===== config.mk =====
export PLATFORM = sky130hd
export DESIGN_NAME = stream_frag_fmt
export DESIGN_NICKNAME = d
export VERILOG_FILES = /design/src/rtl/frag_pkg.sv /design/src/rtl/lat_timer.sv /design/src/rtl/bunch_ctr.sv /design/src/rtl/frag_fifo.sv /design/src/rtl/stream_frag_fmt.sv
export SDC_FILE = /design/constraint.sdc
export NUM_CORES = 1
export LEC_CHECK = 0
export BUFFER_PORTS_ARGS = -buffer_cell sky130_fd_sc_hd__buf_2
export CORE_MARGIN = 3
export CORE_UTILIZATION = 52
export DETAILED_ROUTE_END_ITERATION = 10
export GPL_TIMING_DRIVEN = 0
export PLACE_DENSITY_LB_ADDON = 0.05
export SLEW_MARGIN = 20
export SYNTH_ARGS = -nofsm -noshare
export SYNTH_HDL_FRONTEND = slang
export SYNTH_SLANG_ARGS = --single-unit

===== constraint.sdc =====
create_clock -name clk_i -period 2.4 [get_ports clk_i]
set_clock_uncertainty 0.1 [all_clocks]
set_input_delay 0.24 -clock clk_i [delete_from_list [all_inputs] [get_ports clk_i]]
set_output_delay 0.24 -clock clk_i [all_outputs]
set_load 0.005 [all_outputs]

===== src/rtl/frag_pkg.sv =====
package frag_pkg;
  localparam int unsigned WORD_W = 32;

  typedef enum logic [2:0] {
    ST_IDLE,
    ST_HDR1,
    ST_HDR2,
    ST_DATA,
    ST_TRL
  } fmt_state_e;

  typedef struct packed {
    logic              ctrl;
    logic [WORD_W-1:0] data;
  } link_word_t;
endpackage


===== src/rtl/lat_timer.sv =====
module lat_timer #(
  parameter int unsigned W = 16
) (
  input  logic         clk_i,
  input  logic         rst_ni,
  input  logic         clr_i,
  output logic [W-1:0] cnt_o
);
  localparam logic [W-1:0] MAX = '1;

  always_ff @(posedge clk_i or negedge rst_ni) begin
    if (!rst_ni)           cnt_o <= '0;
    else if (clr_i)        cnt_o <= '0;
    else if (cnt_o != MAX) cnt_o <= cnt_o + 1'b1;
  end

  AST_TIMER_SAT: assert property (@(posedge clk_i) disable iff (!rst_ni)
    (cnt_o == MAX && !clr_i) |=> cnt_o == MAX);
endmodule


===== src/rtl/bunch_ctr.sv =====
module bunch_ctr #(
  parameter int unsigned W = 8
) (
  input  logic         clk_i,
  input  logic         rst_ni,
  input  logic         bx_i,
  output logic [W-1:0] cnt_o
);
  always_ff @(posedge clk_i or negedge rst_ni) begin
    if (!rst_ni)   cnt_o <= '0;
    else if (bx_i) cnt_o <= cnt_o + 1'b1;
  end

  AST_BX_STEP: assert property (@(posedge clk_i) disable iff (!rst_ni)
    bx_i |=> cnt_o == W'($past(cnt_o) + 1'b1));
endmodule


===== src/rtl/frag_fifo.sv =====
module frag_fifo #(
  parameter int unsigned DEPTH = 4,
  parameter int unsigned W     = 33
) (
  input  logic         clk_i,
  input  logic         rst_ni,
  input  logic         push_i,
  input  logic [W-1:0] din_i,
  input  logic         pop_i,
  output logic [W-1:0] dout_o,
  output logic         valid_o,
  output logic         full_o
);
  localparam int unsigned AW = (DEPTH > 1) ? $clog2(DEPTH) : 1;
  localparam int unsigned CW = $clog2(DEPTH + 1);
  localparam logic [AW-1:0] LAST = AW'(DEPTH - 1);

  logic [W-1:0]  mem_q [DEPTH];
  logic [AW-1:0] wr_q, rd_q;
  logic [CW-1:0] cnt_q;
  logic          do_push, do_pop;

  assign full_o  = (cnt_q == CW'(DEPTH));
  assign valid_o = (cnt_q != '0);
  assign dout_o  = mem_q[rd_q];
  assign do_push = push_i && !full_o;
  assign do_pop  = pop_i && valid_o;

  always_ff @(posedge clk_i) begin
    if (do_push) mem_q[wr_q] <= din_i;
  end

  always_ff @(posedge clk_i or negedge rst_ni) begin
    if (!rst_ni) begin
      wr_q  <= '0;
      rd_q  <= '0;
      cnt_q <= '0;
    end else begin
      if (do_push) wr_q <= (wr_q == LAST) ? '0 : wr_q + 1'b1;
      if (do_pop)  rd_q <= (rd_q == LAST) ? '0 : rd_q + 1'b1;
      case ({do_push, do_pop})
        2'b10:   cnt_q <= cnt_q + 1'b1;
        2'b01:   cnt_q <= cnt_q - 1'b1;
        default: cnt_q <= cnt_q;
      endcase
    end
  end

  AST_STALL_HOLD: assert property (@(posedge clk_i) disable iff (!rst_ni)
    (valid_o && !pop_i) |=> (valid_o && $stable(dout_o)));
endmodule


===== src/rtl/stream_frag_fmt.sv =====
module stream_frag_fmt
  import frag_pkg::*;
#(
  parameter int unsigned FIFO_DEPTH = 4,
  parameter int unsigned LAT_W      = 16,
  parameter int unsigned BX_W       = 8
) (
  input  logic        clk_i,
  input  logic        rst_ni,
  input  logic        accept_i,
  input  logic        bx_i,
  input  logic        done_i,
  input  logic        din_valid_i,
  input  logic [31:0] din_i,
  input  logic [7:0]  fmt_ver_i,
  input  logic [3:0]  src_id_i,
  input  logic [1:0]  region_i,
  input  logic [1:0]  buf_num_i,
  input  logic [14:0] err_i,
  input  logic        ready_i,
  output logic        valid_o,
  output logic        ctrl_o,
  output logic [31:0] dout_o
);
  localparam int unsigned SIZE_W = WORD_W / 2;
  localparam int unsigned LW_W   = $bits(link_word_t);

  fmt_state_e        state_q, state_d;
  logic [LAT_W-1:0]  lat_cnt, prev_lat_q;
  logic [BX_W-1:0]   bx_cnt;
  logic [SIZE_W-1:0] size_q;
  logic              ovf_q;
  logic              timer_clr, q_full, push;
  link_word_t        push_word, head_word;
  logic [LW_W-1:0]   head_raw;

  assign timer_clr = accept_i && (state_q == ST_IDLE);

  lat_timer #(.W(LAT_W)) i_lat_timer (
    .clk_i (clk_i),
    .rst_ni(rst_ni),
    .clr_i (timer_clr),
    .cnt_o (lat_cnt)
  );

  bunch_ctr #(.W(BX_W)) i_bunch_ctr (
    .clk_i (clk_i),
    .rst_ni(rst_ni),
    .bx_i  (bx_i),
    .cnt_o (bx_cnt)
  );

  always_comb begin
    state_d   = state_q;
    push      = 1'b0;
    push_word = '0;
    unique case (state_q)
      ST_IDLE: if (accept_i) state_d = ST_HDR1;
      ST_HDR1: if (!q_full) begin
        push      = 1'b1;
        push_word = '{ctrl: 1'b1,
                      data: {fmt_ver_i, src_id_i, region_i, 8'h00, bx_cnt, buf_num_i}};
        state_d   = ST_HDR2;
      end
      ST_HDR2: if (!q_full) begin
        push      = 1'b1;
        push_word = '{ctrl: 1'b1, data: {prev_lat_q, lat_cnt}};
        state_d   = ST_DATA;
      end
      ST_DATA: begin
        if (din_valid_i && !q_full) begin
          push      = 1'b1;
          push_word = '{ctrl: 1'b0, data: din_i};
        end
        if (done_i) state_d = ST_TRL;
      end
      ST_TRL: if (!q_full) begin
        push      = 1'b1;
        push_word = '{ctrl: 1'b1, data: {size_q, err_i, ovf_q}};
        state_d   = ST_IDLE;
      end
      default: state_d = ST_IDLE;
    endcase
  end

  always_ff @(posedge clk_i or negedge rst_ni) begin
    if (!rst_ni) begin
      state_q    <= ST_IDLE;
      size_q     <= '0;
      ovf_q      <= 1'b0;
      prev_lat_q <= '0;
    end else begin
      state_q <= state_d;
      if (timer_clr) begin
        size_q <= '0;
        ovf_q  <= 1'b0;
      end else if (state_q == ST_DATA && din_valid_i) begin
        if (q_full) ovf_q  <= 1'b1;  // word dropped
        else        size_q <= size_q + 1'b1;
      end
      if (state_q == ST_TRL && !q_full) prev_lat_q <= lat_cnt;
    end
  end

  frag_fifo #(.DEPTH(FIFO_DEPTH), .W(LW_W)) i_frag_fifo (
    .clk_i  (clk_i),
    .rst_ni (rst_ni),
    .push_i (push),
    .din_i  (push_word),
    .pop_i  (ready_i),
    .dout_o (head_raw),
    .valid_o(valid_o),
    .full_o (q_full)
  );

  assign head_word = link_word_t'(head_raw);
  assign ctrl_o    = head_word.ctrl;
  assign dout_o    = head_word.data;

  AST_OVF_CAUSE: assert property (@(posedge clk_i) disable iff (!rst_ni)
    $rose(ovf_q) |-> $past(din_valid_i && q_full));
  AST_DROP_NOCOUNT: assert property (@(posedge clk_i) disable iff (!rst_ni)
    (state_q == ST_DATA && din_valid_i && q_full) |=> $stable(size_q));
  AST_HDR_SEQ: assert property (@(posedge clk_i) disable iff (!rst_ni)
    (state_q == ST_HDR1 && !q_full) |=> state_q == ST_HDR2);
  AST_DONE_CLOSE: assert property (@(posedge clk_i) disable iff (!rst_ni)
    (state_q == ST_DATA && done_i) |=> state_q == ST_TRL);
endmodule


; ---- After elaboration in Yosys (flattened, before gate mapping)
; Memory sizes are Yosys's and may differ from the RTL's.
; Cells that the tools add are included.
[totals]
register_bits = 67
latchBits = 0
mem_bits_rw = 132
mem_bits_ro = 0
elab_cells = 77
memories = 1
[memory_table]
columns = name, words, width, rd, rd_ports_with_merged_regs, wr, line
row1 = i_frag_fifo.mem_q, 4, 33, 1, 0, 1, frag_fifo.sv:18  ; logic [W-1:0] mem_q [DEPTH];
[op_classes]
add_sub_neg = 7
n_mul = 0
n_div = 0
order_cmp = 0
eq_ne = 16
shift = 0
muxes = 27
n_bitwise = 0
n_reduce_logical = 17
[ops]
columns = operator, n
row1 = $pmux W33 S4, 1
row2 = $mux W33, 3
row3 = $mux W16, 5
row4 = $add A16 B1 Y16 const B, 2
row5 = $mux W32, 1
row6 = $ne A16 B16 Y1 const B, 1
row7 = $mux W3, 5
row8 = $pmux W3 S5, 1
row9 = $ne A2 B2 Y1 const B, 6
row10 = $add A8 B1 Y8 const B, 1
row11 = $reduce_bool A2 Y1, 4
row12 = $mux W1, 7
row13 = $eq A2 B2 Y1 const B, 3
row14 = $eq A3 B2 Y1 const B, 2
row15 = $eq A3 B3 Y1 const B, 2
row16 = $logic_and A1 B1 Y1, 6
row17 = $pmux W3 S2, 1
row18 = $reduce_and A5 Y1, 1
row19 = $add A2 B1 Y2 const B, 2
row20 = $mux W2, 2
row21 = $reduce_and A2 Y1, 2
row22 = $add A3 B1 Y3 const B, 1
row23 = $eq A3 B1 Y1 const B, 1
row24 = $logic_not A3 Y1, 1
row25 = other kinds (6), 6

; ---- Logic depth before layout (Yosys ltp)
[logic_depth]
ltp_word = 8
depth_mapped = 11
mapped_depth_nobuf = 10

; ---- By module
; A second synthesis with hierarchy kept.
[hier_totals]
hier_cells = 586
hier_area_um2 = 8833.5
[by_module_without_submodules]
columns = mod, instances, cells_per_inst, area_per_inst_um2, seq_area_each_um2
row1 = frag_fifo, 1, 213, 5275.1, 4139.0
row2 = stream_frag_fmt, 1, 250, 2308.5, 900.9
row3 = lat_timer, 1, 97, 912.1, 400.4
row4 = bunch_ctr, 1, 26, 337.8, 200.2

; ---- Least setup slack after synthesis
; OpenSTA, ideal clock, no wires.
[synth_timing]
kind = reg-to-reg
start = reg state_q[0]
end = mem i_frag_fifo.mem_q[3][0], enable pin
setup_time_ps = 393
t_arrival_ps = 2099
t_required_ps = 1907
path_slack_ps = -192
stages_incl_launch_ff = 6
path_buffers = 1
period_less_slack_ps = 2592
cell_sequence = dfrtp_1 -> clkbuf_1 -> o21ai_0 -> nand2_1 -> nor3_1 -> and2_1
[synth_between]
elab_chain_len = 6
elab_cells_between_ends = 9
[synth_rtl]
columns = element, line
row1 = "start, declared", stream_frag_fmt.sv:28  ; fmt_state_e state_q, state_d;
row2 = "start signal, assigned", stream_frag_fmt.sv:93  ; state_q <= state_d;
row3 = $eq A3 B3 Y1 (tied with other cells), stream_frag_fmt.sv:57  ; unique case (state_q)
row4 = $reduce_or A3 Y1 (no source line), -
row5 = $pmux W1 S2 (*), stream_frag_fmt.sv:57
row6 = $logic_and A1 B1 Y1 (*), frag_fifo.sv:26  ; assign do_push = push_i && !full_o;
row7 = $mux W1 (*), frag_fifo.sv:30  ; if (do_push) mem_q[wr_q] <= din_i;
row8 = $mux W1 (implied by the code) (*), frag_fifo.sv:30
row9 = "end, declared", frag_fifo.sv:18
; Mark *: on every way between the ends. The rest lies on a longest branch, timed or not.

; ---- Worst setup path after layout
[layout_timing]
start = reg i_frag_fifo.cnt_q[1]
end = mem i_frag_fifo.mem_q[2][12], data pin
[layout_between]
elab_chain_len = 5
elab_cells_between_ends = 7
[layout_rtl]
columns = element, line
row1 = "start, declared", frag_fifo.sv:20  ; logic [CW-1:0] cnt_q;
row2 = "start signal, assigned", frag_fifo.sv:42  ; 2'b10: cnt_q <= cnt_q + 1'b1;
row3 = "start signal, assigned", frag_fifo.sv:43  ; 2'b01: cnt_q <= cnt_q - 1'b1;
row4 = "start signal, assigned", frag_fifo.sv:44  ; default: cnt_q <= cnt_q;
row5 = $eq A3 B3 Y1 (*), frag_fifo.sv:23  ; assign full_o = (cnt_q == CW'(DEPTH));
row6 = $logic_not A1 Y1, stream_frag_fmt.sv:71  ; if (din_valid_i && !q_full) begin
row7 = $logic_and A1 B1 Y1, stream_frag_fmt.sv:71
row8 = $mux W32, stream_frag_fmt.sv:71
row9 = $pmux W33 S4 (*), stream_frag_fmt.sv:57
row10 = net i_frag_fifo.din_i[12], frag_fifo.sv:8  ; input logic [W-1:0] din_i,
; The timed path passes the listed nets; every way through them passes the cells marked *.

==> results.md <==
* Synth Net Count at 660
* Seq/Total Area, Yosys at 65.6%
* Top_reg_cell synth: edfxtp_1
* Max-cap violation count at 0
* EDFF count, synth at 132
* GP Congestion at 0.901
* GRT overflow at 0
* Final setup violation count at 4
* Leak at 4.16 nW
* Antenna-violating nets left at 0
* Reg clk slew, reported paths at 70 ps
* Fillers at 1,207
* Status: complete, but fails checks
* HPWL Detailed at 15,000 um
* Worst R2R Path Depth at 6
* Fraction of registers with async set/reset at 33.7%
* Slowest Stage Delay on Critical Path at 680 ps
* Fin. Hold Viols at 0
* CP max stage cell: a222oi_1
* 1st-iter DRT viols at 684
* R2r setup slk at -30 ps
* DR vias at 5,794
* Max IR drop VDD at 717 uV
* Netlist Area Pre-Place at 0.00860 mm^2
* Least-Margin Pin Slew at 814 ps
* R2r endpoint: i_frag_fifo.mem_q[2][12]$_DFFE_PP_
* Die X at 135 um
* Fmax at 411 MHz
* Synth Instances at 580
* Setup CP Type: register to register
* CP Launch Type: register
* Layout Utilization at 64.9%
* Initial core utilization at 53.6%
* CP Launch Point: i_frag_fifo.cnt_q[1]$_DFFE_PN0P_
* WP data arrival at 2470 ps
* Die height at 135 um
* Worst-path cell chain: nor3b_4 > buf_4 > nor4_4 > clkbuf_8 > a222oi_1 > inv_1
* Worst skew pair latency at 430 ps
* Power per cell area at 1340 mW/mm^2
* Antenna cells at 0
* CTS Root Cell: clkbuf_16
* Synthesized area per cell at 14.8 um^2
* Vias in the first global route at 5,782
* Critical Path RT at 2430 ps
* Tot Pwr at 14.0 mW
* Largest net degree at the start of global routing at 36
* Min-Delay Path Class: input pin to register
* Register area at 0.00564 mm^2
* Synth warn at 0
* Max Buffers Root-to-Sink at 2
* DRT Pass-1 Iters at 8
* Period utilisation layout at 101%
* CTS Buf Count at 17
* Minimum clock period at 2430 ps
* Share of cells above drive strength 1 at 35.1%
* CTS tree: yes
* Initial antenna violation count at 0
* Area Overhead vs Synth at 21.1%
* CTS Sinks at 199
* Hold Slack at 27.6 ps
* Wire length per cell at 22.9 um
* Setup WS post-layout at -32.2 ps
* CP endpoint: i_frag_fifo.mem_q[2][12]$_DFFE_PP_
* Yosys reg bits at 199
* Setup TNS at -128 ps
* Max Transition Viols Final at 0
* DIE AREA at 0.0181 mm^2
* CP endpoint kind: register
* GR Util All Layers at 24.5%
* Final #Nets at 808
* RSZ-0062 raised after global routing: true
* Critical path peak fanout at 6
* Area of the multi-input gates at 0.00287 mm^2
* Row count at 46
* Final wirelength at 21,900 um
* Violations in the final reports: setup timing
* FF-to-FF Start: i_frag_fifo.cnt_q[1]$_DFFE_PN0P_
* Core area at 0.0161 mm^2
* DR vias/cell at 6.06
* I/O Buffers at 103
* Slew HR at 45.2%
* Io pins at 104
* DR DRC count at 0
* First-pass GRT wire length at 32,800 um
* CTS H-tree depth at 4
* Netlist cell types at 49
-- critical path, delay by kind of cell (launching register included) --
| family | cells | cell delay (ps) |
|---|---|---|
| AOI/OAI and AO/OA | 1 | 680 |
| buffers and inverters | 3 | 530 |
| DFF | 1 | 410 |
| and+or+nand+nor | 2 | 410 |
-- synth_stat cells, types with 2 or more instances --
master,instances,area [um^2]
clkbuf_1,23,86.3
or3_1,7,43.8
xor2_1,7,61.3
a21oi_1,14,70.1
and4_1,4,35.0
nor4_1,7,43.8
nand4_1,11,68.8
nor4b_1,2,17.5
ha_1,9,113
nand2b_1,2,12.5
o22ai_1,2,12.5
a31oi_1,7,43.8
nand3_1,11,55.1
inv_1,18,67.6
edfxtp_1,132,3960
mux2i_1,2,20.0
a211oi_1,4,30.0
xnor2_1,12,105
a222oi_1,32,320
buf_2,10,50.1
mux4_2,33,743
nor2_1,22,82.6
mux2_2,20,225
o21ai_0,7,35.0
nand2_1,65,244
or4_1,6,45.0
nor3_1,10,50.1
a41oi_1,2,17.5
nor3b_1,2,15.0
and3_1,4,25.0
o31ai_1,5,37.5
and2_1,5,31.3
dfrtp_1,67,1680
-- state kept, by name, indices dropped and copies added (netlist names) --
| signal | flops |
|---|---|
| i_bunch_ctr.cnt_o | 8 |
| i_frag_fifo.cnt_q | 3 |
| i_frag_fifo.mem_q | 132 |
| i_frag_fifo.rd_q | 2 |
| i_frag_fifo.wr_q | 2 |
| i_lat_timer.cnt_o | 16 |
| ovf_q | 1 |
| prev_lat_q | 16 |
| size_q | 16 |
| state_q | 3 |
-- per-stage QoR --
step / instance area, um^2 / setup slack, ps / std cells
6_report: 10400 / -32.2 / 956
5_1_grt: 10400 / -128 / 956
4_1_cts: 10300 / 4.74 / 945
3_5_place_dp: 9420 / -901 / 900
3_3_place_gp: 9390 / -854 / 899
2_1_floorplan: 8610 / 135 / 580
-- cell families (layout without fill, tap and decap cells) --
family                     after synthesis  in the layout  share of synthesized area, %
xor gates and xnor gates                19             19                          1.93
buffers and inverters                   54            210                          2.63
AOI/OAI and AO/OA                       79             79                          7.17
and+or+nand+nor                        164            168                          9.67
DFF                                    199            199                          65.6
adders and majority gates               10             10                          1.54
muxes                                   55             55                          11.5
-- cells in the final DEF (no fill, tap or decap), types with 12 or more instances in the layout --
cell | synthesis | layout
clkbuf_16 | 0 | 17
dfrtp_1 | 67 | 65
mux2_2 | 20 | 20
nand2_1 | 65 | 64
mux4_2 | 33 | 33
a21oi_1 | 14 | 14
edfxtp_1 | 132 | 132
nor2_1 | 22 | 20
xnor2_1 | 12 | 12
buf_4 | 1 | 21
a222oi_1 | 32 | 32
buf_2 | 10 | 106
inv_1 | 18 | 18
-- per-layer routing --
| layer | global-route usage, % | vias up | part of all wire [%] |
|---|---|---|---|
| li1 | - | 2587 | - |
| met3 | 4.99 | 43 | 6.6 |
| met1 | 33.3 | 2918 | 42 |
| met2 | 39.5 | 246 | 49 |
| met4 | 9.28 | 0 | 2.7 |
| met5 | 0 | - | 0 |
-- power by group --
part           switching, mW  total, mW  internal, mW
combinational           2.89       5.18          2.29
clock                   1.31       2.87          1.56
sequential             0.545       5.91          5.36
-- repair_timing --
| action | in CTS | in global routing |
|---|---|---|
| cloned | 0 | 4 |
| hold buffers | 2 | 0 |
| endpoints found under the hold margin | 33 | 0 |
| endpoints found under the setup margin | 300 | 245 |
| pin swaps | 6 | 15 |
| setup buffers | 12 | 8 |
| gates resized for setup | 45 | 32 |
-- worst min path at each step --
stage / endpoint / cells past startpoint / slack [ps] / from
4_1_cts: state_q[2]$_DFFE_PN0P_ / 3 / 3 / done_i
6_report: state_q[2]$_DFFE_PN0P_ / 3 / 30 / done_i
3_5_place_dp: size_q[2]$_DFFE_PN0P_ / 1 / 120 / rst_ni
2_1_floorplan: i_bunch_ctr.cnt_o[0]$_DFFE_PN0P_ / 0 / -160 / rst_ni
5_1_grt: state_q[2]$_DFFE_PN0P_ / 3 / 40 / done_i
3_3_place_gp: i_bunch_ctr.cnt_o[7]$_DFFE_PN0P_ / 1 / 360 / i_bunch_ctr.cnt_o[7]$_DFFE_PN0P_
-- layout make-up --
class | count | share of cell area [%]
buffer | 35 | 2.38
clock buffer | 17 | 4.08
clock inverter | 14 | 1.63
inverter | 18 | 0.649
multi-input combinational | 331 | 27.5
sequential | 199 | 54.2
tap | 216 | 2.59
timing repair buffer | 126 | 6.96
No activity file was read; power rests on OpenSTA's default activity.
